**src/rtl/acc_alu_pkg.sv**
```systemverilog
`timescale 1ns/1ps
package acc_alu_pkg;
  typedef enum logic [3:0] {
    OP_ADD = 4'd0,
    OP_SUB = 4'd1,
    OP_CMP = 4'd2,
    OP_AND = 4'd3,
    OP_ORA = 4'd4,
    OP_XOR = 4'd5,
    OP_BIT = 4'd6,
    OP_SHL = 4'd7,
    OP_SHR = 4'd8,
    OP_ROL = 4'd9,
    OP_ROR = 4'd10,
    OP_INC = 4'd11,
    OP_DEC = 4'd12
  } alu_op_e;

  localparam int FL_C   = 0;
  localparam int FL_Z   = 1;
  localparam int FL_I   = 2;
  localparam int FL_D   = 3;
  localparam int FL_B   = 4;
  localparam int FL_ONE = 5;
  localparam int FL_V   = 6;
  localparam int FL_N   = 7;
  localparam int FLAG_W = 8;
endpackage

```
**src/rtl/acc_alu_bin.sv**
```systemverilog
`timescale 1ns/1ps
module acc_alu_bin #(
  parameter int W = 8
) (
  input  logic [W-1:0] a_i,
  input  logic [W-1:0] b_i,
  input  logic         cin_i,
  input  logic         sub_i,
  output logic [W-1:0] sum_o,
  output logic         cout_o,
  output logic         ovf_o
);
  logic [W-1:0] b_eff;
  logic [W:0]   tot;

  assign b_eff  = sub_i ? ~b_i : b_i;
  assign tot    = {1'b0, a_i} + {1'b0, b_eff} + {{W{1'b0}}, cin_i};
  assign sum_o  = tot[W-1:0];
  assign cout_o = tot[W];
  assign ovf_o  = ~(a_i[W-1] ^ b_eff[W-1]) & (a_i[W-1] ^ tot[W-1]);
endmodule

```
**src/rtl/acc_alu_bcd_digit.sv**
```systemverilog
`timescale 1ns/1ps
module acc_alu_bcd_digit (
  input  logic [3:0] a_i,
  input  logic [3:0] b_i,
  input  logic       cin_i,   // carry for add, not-borrow for subtract
  input  logic       sub_i,
  output logic [3:0] d_o,
  output logic       cout_o
);
  logic [5:0] raw;

  always_comb begin
    if (sub_i) begin
      raw = {2'b00, a_i} - {2'b00, b_i} - {5'b0, ~cin_i};
      if (raw[5]) begin
        d_o    = 4'(raw + 6'd10);
        cout_o = 1'b0;
      end else begin
        d_o    = raw[3:0];
        cout_o = 1'b1;
      end
    end else begin
      raw = {2'b00, a_i} + {2'b00, b_i} + {5'b0, cin_i};
      if (raw >= 6'd10) begin
        d_o    = 4'(raw - 6'd10);
        cout_o = 1'b1;
      end else begin
        d_o    = raw[3:0];
        cout_o = 1'b0;
      end
    end
  end

  // valid digits in always give a valid digit out
  always_comb begin
    if (a_i <= 4'd9 && b_i <= 4'd9) begin
      a_r5_digit_range: assert (d_o <= 4'd9);
    end
  end
endmodule

```
**src/rtl/acc_alu_bcd.sv**
```systemverilog
`timescale 1ns/1ps
module acc_alu_bcd #(
  parameter int W = 8
) (
  input  logic [W-1:0] a_i,
  input  logic [W-1:0] b_i,
  input  logic         cin_i,
  input  logic         sub_i,
  output logic [W-1:0] res_o,
  output logic         cout_o
);
  localparam int DIG = W / 4;

  logic [DIG:0] cy;
  assign cy[0] = cin_i;

  for (genvar g = 0; g < DIG; g++) begin : g_dig
    acc_alu_bcd_digit u_dig (
      .a_i   (a_i[4*g +: 4]),
      .b_i   (b_i[4*g +: 4]),
      .cin_i (cy[g]),
      .sub_i (sub_i),
      .d_o   (res_o[4*g +: 4]),
      .cout_o(cy[g+1])
    );
  end

  assign cout_o = cy[DIG];
endmodule

```
**src/rtl/acc_alu_shift.sv**
```systemverilog
`timescale 1ns/1ps
module acc_alu_shift #(
  parameter int W = 8
) (
  input  logic [W-1:0] val_i,
  input  logic         cin_i,
  input  logic         left_i,
  input  logic         rot_i,
  output logic [W-1:0] res_o,
  output logic         cout_o
);
  logic fill;
  assign fill = rot_i & cin_i;

  always_comb begin
    if (left_i) begin
      res_o  = {val_i[W-2:0], fill};
      cout_o = val_i[W-1];
    end else begin
      res_o  = {fill, val_i[W-1:1]};
      cout_o = val_i[0];
    end
  end
endmodule

```
**src/rtl/acc_alu.sv**
```systemverilog
`timescale 1ns/1ps
module acc_alu
  import acc_alu_pkg::*;
#(
  parameter int DATA_W = 8
) (
  input  logic              clk_i,
  input  logic              rst_ni,
  input  logic [3:0]        op_i,
  input  logic [DATA_W-1:0] acc_i,
  input  logic [DATA_W-1:0] opnd_i,
  input  logic [FLAG_W-1:0] flags_i,
  output logic [DATA_W-1:0] result_o,
  output logic [FLAG_W-1:0] flags_o
);
  localparam logic [DATA_W-1:0] ONE_W = DATA_W'(1);

  logic              cin, dec_mode;
  logic              bin_sub, bin_cin, bin_c, bin_v;
  logic [DATA_W-1:0] bin_sum;
  logic              bcd_c;
  logic [DATA_W-1:0] bcd_res;
  logic              sh_left, sh_rot, sh_c;
  logic [DATA_W-1:0] sh_res;
  logic [DATA_W-1:0] res_d, nz_src;
  logic [FLAG_W-1:0] fl_d;
  logic              set_nz;
  logic [3:0]        op_q;

  assign cin      = flags_i[FL_C];
  assign dec_mode = flags_i[FL_D];
  assign bin_sub  = (op_i == OP_SUB) || (op_i == OP_CMP);
  assign bin_cin  = (op_i == OP_CMP) ? 1'b1 : cin;
  assign sh_left  = (op_i == OP_SHL) || (op_i == OP_ROL);
  assign sh_rot   = (op_i == OP_ROL) || (op_i == OP_ROR);

  acc_alu_bin #(.W(DATA_W)) u_bin (
    .a_i   (acc_i),
    .b_i   (opnd_i),
    .cin_i (bin_cin),
    .sub_i (bin_sub),
    .sum_o (bin_sum),
    .cout_o(bin_c),
    .ovf_o (bin_v)
  );

  acc_alu_bcd #(.W(DATA_W)) u_bcd (
    .a_i   (acc_i),
    .b_i   (opnd_i),
    .cin_i (cin),
    .sub_i (op_i == OP_SUB),
    .res_o (bcd_res),
    .cout_o(bcd_c)
  );

  acc_alu_shift #(.W(DATA_W)) u_shift (
    .val_i (opnd_i),
    .cin_i (cin),
    .left_i(sh_left),
    .rot_i (sh_rot),
    .res_o (sh_res),
    .cout_o(sh_c)
  );

  always_comb begin
    res_d  = acc_i;
    fl_d   = flags_i;
    set_nz = 1'b0;
    nz_src = '0;
    case (op_i)
      OP_ADD, OP_SUB: begin
        set_nz = 1'b1;
        if (dec_mode) begin
          res_d      = bcd_res;
          fl_d[FL_C] = bcd_c;
        end else begin
          res_d      = bin_sum;
          fl_d[FL_C] = bin_c;
          fl_d[FL_V] = bin_v;
        end
        nz_src = res_d;
      end
      OP_CMP: begin
        set_nz     = 1'b1;
        fl_d[FL_C] = bin_c;
        nz_src     = bin_sum;
      end
      OP_AND: begin res_d = acc_i & opnd_i; set_nz = 1'b1; nz_src = res_d; end
      OP_ORA: begin res_d = acc_i | opnd_i; set_nz = 1'b1; nz_src = res_d; end
      OP_XOR: begin res_d = acc_i ^ opnd_i; set_nz = 1'b1; nz_src = res_d; end
      OP_BIT: begin
        fl_d[FL_N] = opnd_i[DATA_W-1];
        fl_d[FL_V] = opnd_i[DATA_W-2];
        fl_d[FL_Z] = ((acc_i & opnd_i) == '0);
      end
      OP_SHL, OP_SHR, OP_ROL, OP_ROR: begin
        res_d      = sh_res;
        fl_d[FL_C] = sh_c;
        set_nz     = 1'b1;
        nz_src     = sh_res;
      end
      OP_INC: begin res_d = opnd_i + ONE_W; set_nz = 1'b1; nz_src = res_d; end
      OP_DEC: begin res_d = opnd_i - ONE_W; set_nz = 1'b1; nz_src = res_d; end
      default: ;
    endcase
    if (set_nz) begin
      fl_d[FL_N] = nz_src[DATA_W-1];
      fl_d[FL_Z] = (nz_src == '0);
    end
    fl_d[FL_ONE] = 1'b1;
  end

  always_ff @(posedge clk_i or negedge rst_ni) begin
    if (!rst_ni) begin
      result_o <= '0;
      flags_o  <= FLAG_W'(8'h20);
      op_q     <= 4'hF;
    end else begin
      result_o <= res_d;
      flags_o  <= fl_d;
      op_q     <= op_i;
    end
  end

  a_r7_cmp_keeps_acc: assert property (@(posedge clk_i) disable iff (!rst_ni)
    (op_i == OP_CMP) |=> (result_o == $past(acc_i)));

  a_r8_logic_keeps_cv: assert property (@(posedge clk_i) disable iff (!rst_ni)
    (op_i == OP_AND || op_i == OP_ORA || op_i == OP_XOR) |=>
      (flags_o[FL_C] == $past(flags_i[FL_C]) && flags_o[FL_V] == $past(flags_i[FL_V])));

  a_r11_step_keeps_cv: assert property (@(posedge clk_i) disable iff (!rst_ni)
    (op_i == OP_INC || op_i == OP_DEC) |=>
      (flags_o[FL_C] == $past(flags_i[FL_C]) && flags_o[FL_V] == $past(flags_i[FL_V])));

  a_r12_bdi_pass: assert property (@(posedge clk_i) disable iff (!rst_ni)
    rst_ni |=> (flags_o[FL_B:FL_I] == $past(flags_i[FL_B:FL_I])));

  a_r12_nz_track: assert property (@(posedge clk_i) disable iff (!rst_ni)
    (op_q != OP_CMP && op_q != OP_BIT && op_q <= OP_DEC) |->
      (flags_o[FL_Z] == (result_o == '0) && flags_o[FL_N] == result_o[DATA_W-1]));

  a_r13_pass: assert property (@(posedge clk_i) disable iff (!rst_ni)
    (op_i > OP_DEC) |=>
      (result_o == $past(acc_i) && flags_o == ($past(flags_i) | FLAG_W'(8'h20))));
endmodule

```
**config.mk**
```make
export PLATFORM = sky130hd
export DESIGN_NAME = acc_alu
export DESIGN_NICKNAME = d
export VERILOG_FILES = /design/src/rtl/acc_alu_pkg.sv /design/src/rtl/acc_alu_bin.sv /design/src/rtl/acc_alu_bcd_digit.sv /design/src/rtl/acc_alu_bcd.sv /design/src/rtl/acc_alu_shift.sv /design/src/rtl/acc_alu.sv
export SDC_FILE = /design/constraint.sdc
export NUM_CORES = 1
export LEC_CHECK = 0
export ABC_AREA = 0
export CORE_AREA = 10 10 103 105
export DETAILED_ROUTE_END_ITERATION = 10
export DIE_AREA = 0 0 113 115
export PLACE_DENSITY = 0.59
export SLEW_MARGIN = 15
export SYNTH_ARGS = -nofsm -noshare
export SYNTH_HDL_FRONTEND = slang
export SYNTH_SLANG_ARGS = --single-unit
```
**constraint.sdc**
```tcl
create_clock -name clk_i -period 0.9 [get_ports clk_i]
set_input_delay 0.18 -clock clk_i [delete_from_list [all_inputs] [get_ports clk_i]]
set_output_delay 0.18 -clock clk_i [all_outputs]
set_load 0.02 [all_outputs]
```
### Word level (Yosys, flattened, before mapping)

Cells that the tools add are included.

| operators by class | value |
|---|---|
| add/sub/neg operators | 16 |
| $lt $le $gt $ge | 2 |
| equal/unequal tests | 12 |
| muxes and demuxes | 28 |
| bitwise gates (word level) | 11 |
| reductions and logical operators | 9 |

Operators by type and width:

| operator | count |
|---|---|
| 8-bit one-hot mux with 8 select lines | 1 |
| 8-bit one-hot mux with 7 select lines | 1 |
| 4-bit two-way mux | 6 |
| 8-bit two-way mux | 3 |
| 4-bit == test, second input constant | 5 |
| 4-bit by 3-bit == test with 1-bit output, second input constant | 4 |
| 8-bit zero test | 2 |
| 1-bit two-way mux | 15 |
| 5-bit by 1-bit adder with 6-bit output | 2 |
| 6-bit by 4-bit >= comparator with 1-bit output, second input constant | 2 |
| 12-bit OR reduction | 1 |
| 6-bit by 1-bit subtractor with 6-bit output | 2 |
| 4-bit by 4-bit adder with 5-bit output | 2 |
| 4-bit by 4-bit subtractor with 5-bit output | 2 |
| 8-bit by 8-bit adder with 9-bit output | 1 |
| 9-bit by 1-bit adder with 9-bit output | 1 |
| 4-bit adder, second input constant | 2 |
| 8-bit by 1-bit adder with 8-bit output, second input constant | 1 |
| 8-bit bitwise AND | 1 |
| 4-bit by 2-bit == test with 1-bit output, second input constant | 2 |
| 8-bit NOT | 1 |
| 8-bit bitwise OR | 1 |
| 4-bit subtractor, second input constant | 2 |
| 8-bit by 1-bit subtractor with 8-bit output, second input constant | 1 |
| 11 further kinds | 17 |

| word-level totals | value |
|---|---|
| register bits | 15 |
| bits of input ports | 30 |
| output and inout port bits | 16 |
| logic and storage cells | 80 |

### Logic depth before layout (Yosys ltp)

Gate-level depths: netlist of run 1.

| logic depth | value |
|---|---|
| depth after elaboration | 14 |
| gate-level depth with buffers | 21 |
| depth with buffers taken out | 20 |

### Hierarchy

Synthesis of run 1 repeated with hierarchy kept, for this count alone.

| second synthesis, totals | value |
|---|---|
| cell total of the unflattened synthesis | 459 |
| area, all modules | 3691.0 sq um |

Modules (own cells, without submodules):

| module | instances | cells an instance | area each (sq um) | sequential area each (sq um) |
|---|---|---|---|---|
| acc_alu | 1 | 233 | 1898.1 | 375.4 |
| acc_alu_bcd_digit | 2 | 76 | 591.8 | 0.0 |
| acc_alu_bin | 1 | 60 | 470.5 | 0.0 |
| acc_alu_shift | 1 | 14 | 138.9 | 0.0 |

### Worst setup path before layout of run 1

OpenSTA, ideal clock, no wires.

| timing path | value |
|---|---|
| path type | input port to flip-flop |
| start | input opnd_i[0] |
| end | register flags_o[1] |
| library setup time | 0.120 ns |
| data arrival time | 3.913 ns |
| setup slack | -3.134 ns |
| stages | 20 |
| path buffers | 1 |
| path through | buf_2 inv_1 fa_1 inv_1 fa_1 inv_1 and2_1 o21ai_1 mux2i_1 fa_1 inv_1 fa_1 a21o_2 a21oi_1 a21oi_1 or2_2 a31oi_1 o21ai_0 and3_1 a41o_1 |

| on the way | value |
|---|---|
| longest elaborated chain between the ends | 14 |
| elaborated cells between the ends (all ways) | 38 |
| those cells by class | 14 x add/sub; 2 x order compare; 15 x mux; 5 x bitwise; 2 x reduce/logical |

Ends and longest elaborated chain:

| item | RTL line | RTL |
|---|---|---|
| start, declared | acc_alu.sv:11 | `input logic [DATA_W-1:0] opnd_i,` |
| 4-bit by 4-bit adder with 5-bit output | acc_alu_bcd_digit.sv:23 | `raw = {2'b00, a_i} + {2'b00, b_i} + {5'b0, cin_i};` |
| 5-bit by 1-bit adder with 6-bit output | acc_alu_bcd_digit.sv:23 |  |
| 6-bit by 4-bit >= comparator with 1-bit output | acc_alu_bcd_digit.sv:24 | `if (raw >= 6'd10) begin` |
| 1-bit two-way mux | acc_alu_bcd_digit.sv:24 |  |
| 1-bit two-way mux | acc_alu_bcd_digit.sv:13 | `if (sub_i) begin` |
| 1-bit NOT | acc_alu_bcd_digit.sv:14 | `raw = {2'b00, a_i} - {2'b00, b_i} - {5'b0, ~cin_i};` |
| 6-bit by 1-bit subtractor with 6-bit output | acc_alu_bcd_digit.sv:14 |  |
| 4-bit adder | acc_alu_bcd_digit.sv:16 | `d_o = 4'(raw + 6'd10);` |
| 4-bit two-way mux | acc_alu_bcd_digit.sv:15 | `if (raw[5]) begin` |
| 4-bit two-way mux | acc_alu_bcd_digit.sv:13 |  |
| 8-bit two-way mux | acc_alu.sv:73 | `if (dec_mode) begin` |
| 8-bit one-hot mux with 8 select lines | acc_alu.sv:70 | `case (op_i)` |
| 8-bit zero test | acc_alu.sv:108 | `fl_d[FL_Z] = (nz_src == '0);` |
| 1-bit two-way mux (*) | acc_alu.sv:106 | `if (set_nz) begin` |
| named net fl_d[1] | acc_alu.sv:26 | `logic [FLAG_W-1:0] fl_d;` |
| end signal, assigned | acc_alu.sv:116 | `flags_o <= FLAG_W'(8'h20);` |
| end signal, assigned | acc_alu.sv:120 | `flags_o <= fl_d;` |
| end, declared | acc_alu.sv:14 | `output logic [FLAG_W-1:0] flags_o` |

Mark *: on every way through the listed nets, which the timed path passes. The rest lies on a longest branch.

### Worst setup path after layout of run 1

| timing path | value |
|---|---|
| start | input acc_i[3] |
| end | register flags_o[1] |

| on the way | value |
|---|---|
| longest elaborated chain between the ends | 14 |
| elaborated cells between the ends (all ways) | 33 |
| those cells by class | 12 x add/sub; 2 x order compare; 13 x mux; 4 x bitwise; 2 x reduce/logical |

Ends and longest elaborated chain:

| item | RTL line | RTL |
|---|---|---|
| start, declared | acc_alu.sv:10 | `input logic [DATA_W-1:0] acc_i,` |
| 4-bit by 4-bit adder with 5-bit output | acc_alu_bcd_digit.sv:23 |  |
| 5-bit by 1-bit adder with 6-bit output | acc_alu_bcd_digit.sv:23 |  |
| 6-bit by 4-bit >= comparator with 1-bit output | acc_alu_bcd_digit.sv:24 |  |
| 1-bit two-way mux | acc_alu_bcd_digit.sv:24 |  |
| 1-bit two-way mux | acc_alu_bcd_digit.sv:13 |  |
| 1-bit NOT | acc_alu_bcd_digit.sv:14 |  |
| 6-bit by 1-bit subtractor with 6-bit output | acc_alu_bcd_digit.sv:14 |  |
| 4-bit adder | acc_alu_bcd_digit.sv:16 |  |
| 4-bit two-way mux | acc_alu_bcd_digit.sv:15 |  |
| 4-bit two-way mux | acc_alu_bcd_digit.sv:13 |  |
| 8-bit two-way mux | acc_alu.sv:73 |  |
| 8-bit one-hot mux with 8 select lines | acc_alu.sv:70 |  |
| 8-bit zero test | acc_alu.sv:108 |  |
| 1-bit two-way mux (*) | acc_alu.sv:106 |  |
| named net fl_d[1] | acc_alu.sv:26 |  |

Marks and branches as above.

==> results of run 1 <==
## state kept, by name (all words and copies together) (netlist names)
| name | flops |
|---|---|
| flags_o | 7 |
| result_o | 8 |
## layer usage
metal  vias to the layer above  track usage
li1                       1877            -
met1                      1792        0.226
met3                        32       0.0245
met5                         -            0
met2                       121        0.351
met4                         0       0.0592
## stage by stage
stage	setup TNS [ns]	util	hold slack [ns]	power (uW)	std cells
2_1_floorplan	-28.13	-	-0.116	2940	419
3_3_place_gp	-38.33	0.580	0.527	4490	687
3_5_place_dp	-38.90	0.580	0.532	4560	687
4_1_cts	-27.34	0.631	0.259	5530	704
5_1_grt	-29.66	0.652	0.268	6240	709
6_report	-27.47	0.652	0.261	5830	709
## path summary, 6_finish.rpt
kind	start	end	slack (ns)
worst max-delay path	acc_i[3]	flags_o[1]	-2.76
worst min-delay path	rst_ni	flags_o[6]	0.26
max in group asynchronous	rst_ni	result_o[4]	0.52
min in group clk_i	acc_i[0]	result_o[0]	0.31
## repair_timing
item,in CTS,in global routing
cloned,1,0
endpoints found under the setup margin,27,27
setup buffers,13,5
pin swaps,36,29
gates resized for setup,194,38
## synthesized netlist by cell type (6+ instances only)
master	count
o22ai_1	7
nand2_1	27
buf_2	11
o21ai_0	16
nor2b_1	6
ha_1	42
a31oi_1	6
xor2_1	6
fa_1	8
nor3_1	10
nand3_1	10
xnor2_1	29
mux2i_1	8
inv_1	33
a211oi_1	7
nor2_1	35
dfrtp_1	15
clkbuf_1	7
nand2b_1	6
a21oi_1	28
## report_power, final
group | switching (uW) | total [uW] | leakage [uW] | internal [uW]
logic | 2140 | 4490 | 0.00234 | 2360
registers | 39.5 | 796 | 0.000180 | 757
clock network | 236 | 543 | 0.0000255 | 306
total | 2410 | 5830 | 0.00254 | 3420
## cell families after synthesis
kind of cell	after synthesis
mux	14
fa+ha+maj	50
compound gates	116
buf+inv	59
simple gates	129
other cells	1
flops	15
xor+xnor	35
## area by class of cell
cell class	instances	area, um2
clock buffer	3	41.3
clock inverter	1	5.00
fill	745	2980
inverter	33	136
multi-input combinational	345	3170
sequential	15	375
tap	108	135
timing repair buffer	204	1710
## critical path: stages
cell,delay [ns]
dlygate4sd2_1,0.25
inv_2,0.10
ha_4,0.21
or4_4,0.56
a31oi_4,0.24
mux2i_4,0.11
fa_2,0.42
inv_2,0.07
fa_2,0.27
xor2_4,0.19
inv_2,0.07
ha_4,0.27
mux2i_1,0.06
o22ai_1,0.17
o211ai_1,0.12
a221oi_2,0.21
nor2b_2,0.18
a41o_1,0.15
## placed cells by master, fill, tap and decap left out, drive strengths merged, types with 3 or more instances in the layout
master and n:
a211oi 7, a21o 5, a21oi 29, a221o 3, a221oi 4, a22oi 5
a31oi 8, and3 4, buf 183, clkbuf 7, clkdlybuf4s50 15, dfrtp 15
fa 8, ha 42, inv 33, mux2 6, mux2i 8, nand2 27
nand2b 8, nand3 10, nor2 36, nor2b 6, nor3 10, nor3b 4
o211ai 4, o21ai 18, o21bai 3, o221ai 4, o22ai 7, or2 5
or3 6, or4 3, xnor2 29, xor2 6
==> impl_metrics.py, run 1 <==
metrics = {
    "route": {
        "num_vias": 3822,
        "wl_met1_mm": 5.41,
        "top_layer_used": "met4",
        "wl_per_cell_um": 18.3,
        "wl_met2_mm": 6.68,
        "drt_pass1_iterations": 5,
        "routed_wl_mm": 13.0,
        "dr_wl_met3_um": 527,
        "viasPerCell": 5.39,
        "first_iter_violations": 224,
        "ant_nets": 0,
        "drcViolationCount": 0,
    },
    "critical_path": {
        "path_max_fanout": 3,
        "critical_path_class": "in2reg",
        "required_ns": 1.09,
        "start_kind": "primary input",
        "cp.arrival_ns": 3.85,
        "cp-end-kind": "flip-flop",
    },
    "power": {
        "p_leak_uw": 0.00254,
        "ir_drop_uv": 647,
        "powerDensity_nw_per_um2": 1050,
    },
    "floorplanning": {
        "die_h_um": 115,
        "initial_core_util": 0.388,
        "core_area_um2": 8550,
        "io-pin-count": 46,
        "die_area_um2": 13000,
        "num_rows": 34,
        "fp.dieW_um": 113,
    },
    "logic_synthesis": {
        "synth_top_family_by_area": "compound AO/OA/AOI/OAI gates",
        "synth_cell_type_count": 74,
        "seq_area_frac_synth": 0.113,
        "async_flop_share": 1.00,
        "synthCells": 419,
        "yosysTopAreaCell": "ha_1",
        "synth_area_um2": 3320,
        "synth_adder_area_share": 0.207,
        "synth_area_leaders": "ha_1 (16%), dfrtp_1 (11%), xnor2_1 (7.7%)",
        "synth_compound_area_frac": 0.249,
        "synth_area_per_cell_um2": 7.92,
        "synthMuxAreaShare": 0.0456,
        "syn_nets": 499,
        "synth_edf_count": 0,
        "synthSimpleGateAreaFrac": 0.209,
        "synth_ff_type": "dfrtp_1",
        "yosysWarnings": 0,
        "ys_ff_latch": 15,
        "synth_top_area_frac": 0.158,
        "synth_xor_area_frac": 0.0924,
    },
    "clock_tree": {
        "cts_sinks": 15,
        "htreeDepth": 1,
        "clock_path_buffers": 2,
        "holdBufCountCts": 0,
        "cts_tree": "done",
        "cts_root_buffer": "clkbuf_8",
        "cts.clk_slew.worst_paths_ns": 0.06,
        "cts_buffers": 3,
    },
    "place": {
        "gp_congestion": 0.929,
        "dp_hpwl_mm": 10.2,
        "pre_cts_slack_ns": -3.53,
        "io_buffer_count": 43,
        "placed_area_um2": 4960,
    },
    "cells_and_area": {
        "drive_gt1_frac": 0.496,
        "n_antenna_cell": 0,
        "nNetsFinal": 682,
        "area_growth_pct": 68.0,
        "fin_area_um2": 5570,
    },
    "sta": {
        "setup_ws_ns": -2.76,
        "setup_viol": 27,
        "layout_min_cycle_time_ns": 3.66,
        "fmaxAchievable_mhz": 273,
        "finalCritPeriodShare": 4.07,
        "finalHoldViolations": 0,
        "rsz0062_at_grt": "yes",
        "maxSlewViolCount": 0,
    },
    "status": {
        "violations": "setup timing",
        "status": "finished, violations left",
    },
    "global_route": {
        "gr-total-overflow": 0,
        "grt_pass1_vias": 3946,
        "antenna_found_initial": 0,
        "grt_max_degree": 35,
        "grt_first_pass_wirelength_mm": 20.3,
        "grt_usage": 0.191,
    },
    "worst_hold_path": {
        "hp-class": "in2async",
    },
    "flow_run": {
        "maxCapViolations": 0,
    },
}
No activity file was read; power rests on OpenSTA's default activity.
==> run 2, diff against run 1 <==
--- a/config.mk
+++ b/config.mk
@@ -6,9 +6,10 @@
 export NUM_CORES = 1
 export LEC_CHECK = 0
 export ABC_AREA = 0
-export CORE_AREA = 10 10 103 105
+export CORE_AREA = 3 3 110 85
 export DETAILED_ROUTE_END_ITERATION = 10
-export DIE_AREA = 0 0 113 115
+export DIE_AREA = 0 0 113 88
+export HOLD_SLACK_MARGIN = 0.06
 export PLACE_DENSITY = 0.59
 export SLEW_MARGIN = 15
 export SYNTH_ARGS = -nofsm -noshare
==> run 2 against run 1 <==
Effect of this change: highest routed layer is now met5; combinational power increased by 2%; total power is 7.7% higher; hold slack better by 0.00067 ns; die area is 23% lower; critical path depth up 3; fmax fell by 1.4%; utilization is 2.5 points higher; wire length up 9.7%; the run still ends with setup timing left; first-iteration DRC count up 62%; setup slack lost 0.051 ns; clock-buffer cell count did not move; via count is 4.1% higher.
==> impl_metrics.py, run 2 (synthesis gave the netlist of run 1 again) <==
metrics = {
    "status": {
        "status": "finished, violations left",
        "violations": "setup timing",
    },
    "flow_run": {
        "maxCapViolations": 0,
    },
    "floorplanning": {
        "die_area_um2": 9940,
        "core_area_um2": 8420,
        "initial_core_util": 0.394,
        "fp.dieW_um": 113,
        "num_rows": 29,
        "die_h_um": 88,
        "io-pin-count": 46,
    },
    "route": {
        "drt_pass1_iterations": 7,
        "num_vias": 3980,
        "viasPerCell": 5.62,
        "wl_per_cell_um": 20.1,
        "drcViolationCount": 0,
        "first_iter_violations": 363,
        "ant_nets": 0,
        "routed_wl_mm": 14.2,
    },
    "clock_tree": {
        "clock_path_buffers": 2,
        "cts.clk_slew.worst_paths_ns": 0.05,
        "cts_tree": "done",
        "cts_root_buffer": "clkbuf_16",
        "cts_buffers": 3,
        "htreeDepth": 1,
        "cts_sinks": 15,
    },
    "cells_and_area": {
        "area_growth_pct": 71.8,
        "drive_gt1_frac": 0.503,
        "fillCellCount": 675,
        "n_antenna_cell": 0,
        "layout_commonest_cell": "buf_4",
        "multi_input_area_um2": 3270,
        "final_cell_mix": "buf_4 (148), nor2_1 (33), ha_1 (31), buf_6 (27), nand2_1 (26)",
        "max_flop_register": "result_o",
        "largest_reg_flops": 8,
        "regArea_um2": 375,
        "fin_area_um2": 5700,
        "nNetsFinal": 681,
        "reg_top3": "result_o: 8 flops, flags_o: 7 flops",
    },
    "worst_hold_path": {
        "hp-class": "in2async",
    },
    "sta": {
        "finalHoldViolations": 0,
        "finalCritPeriodShare": 4.12,
        "layout_min_cycle_time_ns": 3.71,
        "rsz0062_at_grt": "yes",
        "maxSlewViolCount": 0,
        "setup_ws_ns": -2.81,
        "fmaxAchievable_mhz": 269,
        "setup_viol": 27,
    },
    "global_route": {
        "grt_first_pass_wirelength_mm": 21.9,
        "grt_pass1_vias": 4051,
        "antenna_found_initial": 1,
        "grt_max_degree": 34,
        "gr-total-overflow": 0,
        "grt_usage": 0.284,
    },
    "critical_path": {
        "cp-end-kind": "flip-flop",
        "max_stage_delay_ns": 0.43,
        "cp_cell_sequence": "buf_8 > inv_6 > fa_2 > inv_2 > fa_2 > inv_2 > and2_4 > o21ai_4 > mux2i_4 > fa_2 > inv_2 > fa_2 > xor2_4 > buf_6 > nor2_4 > a21oi_2 > or2_4 > a31oi_4 > o21ai_2 > and3_4 > a41o_1",
        "required_ns": 1.03,
        "cp_slowest_cell": "fa_2",
        "critical_path_class": "in2reg",
        "start_kind": "primary input",
        "cp_common_cell": "fa_2",
        "path_max_fanout": 3,
        "cp.arrival_ns": 3.84,
    },
    "power": {
        "p_leak_uw": 0.00257,
        "ir_drop_uv": 1320,
        "power.total_uw": 6280,
        "powerDensity_nw_per_um2": 1100,
    },
    "place": {
        "dp_hpwl_mm": 11.0,
        "gp_congestion": 0.952,
        "io_buffer_count": 43,
        "placed_area_um2": 4970,
    },
}
[run 2: changes by cell type in the layout (fill, tap and decap cells not counted), moves of 3 or more]
cell,delta
a21oi_1,-3
nor2_2,-4
clkbuf_16,+3
ha_2,-3
clkbuf_8,-3
nor2_1,+3
ha_4,+4
[run 2: how the worst max path moves through the flow]
stage                 end  slack [ns]       start  cells after the start
6_report       flags_o[1]       -2.81    acc_i[0]                     21
3_5_place_dp   flags_o[1]       -3.63  flags_i[0]                     20
5_1_grt        flags_o[1]       -2.95    acc_i[0]                     21
4_1_cts        flags_o[1]       -2.85   opnd_i[0]                     21
2_1_floorplan  flags_o[1]       -2.82   opnd_i[0]                     21
3_3_place_gp   flags_o[1]       -3.49  flags_i[0]                     21
[run 2: cell type report]
| type | count | area share |
|---|---|---|
| timing repair buffer | 203 | 0.299 |
| clock buffer | 3 | 0.0132 |
| clock inverter | 1 | 0.000878 |
| multi-input combinational | 345 | 0.573 |
| inverter | 33 | 0.0244 |
| sequential | 15 | 0.0659 |
| tap | 108 | 0.0237 |
[run 2: power by group]
part	total (uW)	switching, uW	leakage (uW)	internal (uW)
logic	4600	2250	0.00235	2360
clock network	875	281	0.0000409	594
registers	805	47.3	0.000180	758
total	6280	2580	0.00257	3710
[run 2: layer usage]
metal	GRT usage	routed length, um	vias up
li1	-	-	1859
met1	0.406	6360	1898
met2	0.451	6330	195
met3	0.0615	1390	26
met4	0.0404	146	2
met5	0	11	-
[run 2: worst max-delay path: cells and delay by family]
kind            cells  cell delay [ns]
compound gates      5             0.60
simple gates        4             0.73
mux                 1             0.19
xor+xnor            1             0.21
buf+inv             6             0.42
fa+ha+maj           4             1.48
[run 2: what timing repair did]
item	CTS	global route
pin swaps	43	45
endpoints found under the setup margin	27	27
setup buffers	14	7
resized for setup	195	49
hold buffers	0	0
[run 2: through the flow]
stage | hold WS (ns) | util | setup WS, ns | std cells | setup TNS (ns)
floorplan | -0.116 | - | -2.82 | 419 | -28.13
global placement | 0.525 | 0.591 | -3.49 | 689 | -38.14
detailed placement | 0.529 | 0.591 | -3.63 | 689 | -39.03
CTS | 0.268 | 0.650 | -2.85 | 706 | -28.07
global route | 0.280 | 0.677 | -2.95 | 708 | -28.44
finish | 0.262 | 0.677 | -2.81 | 708 | -27.28
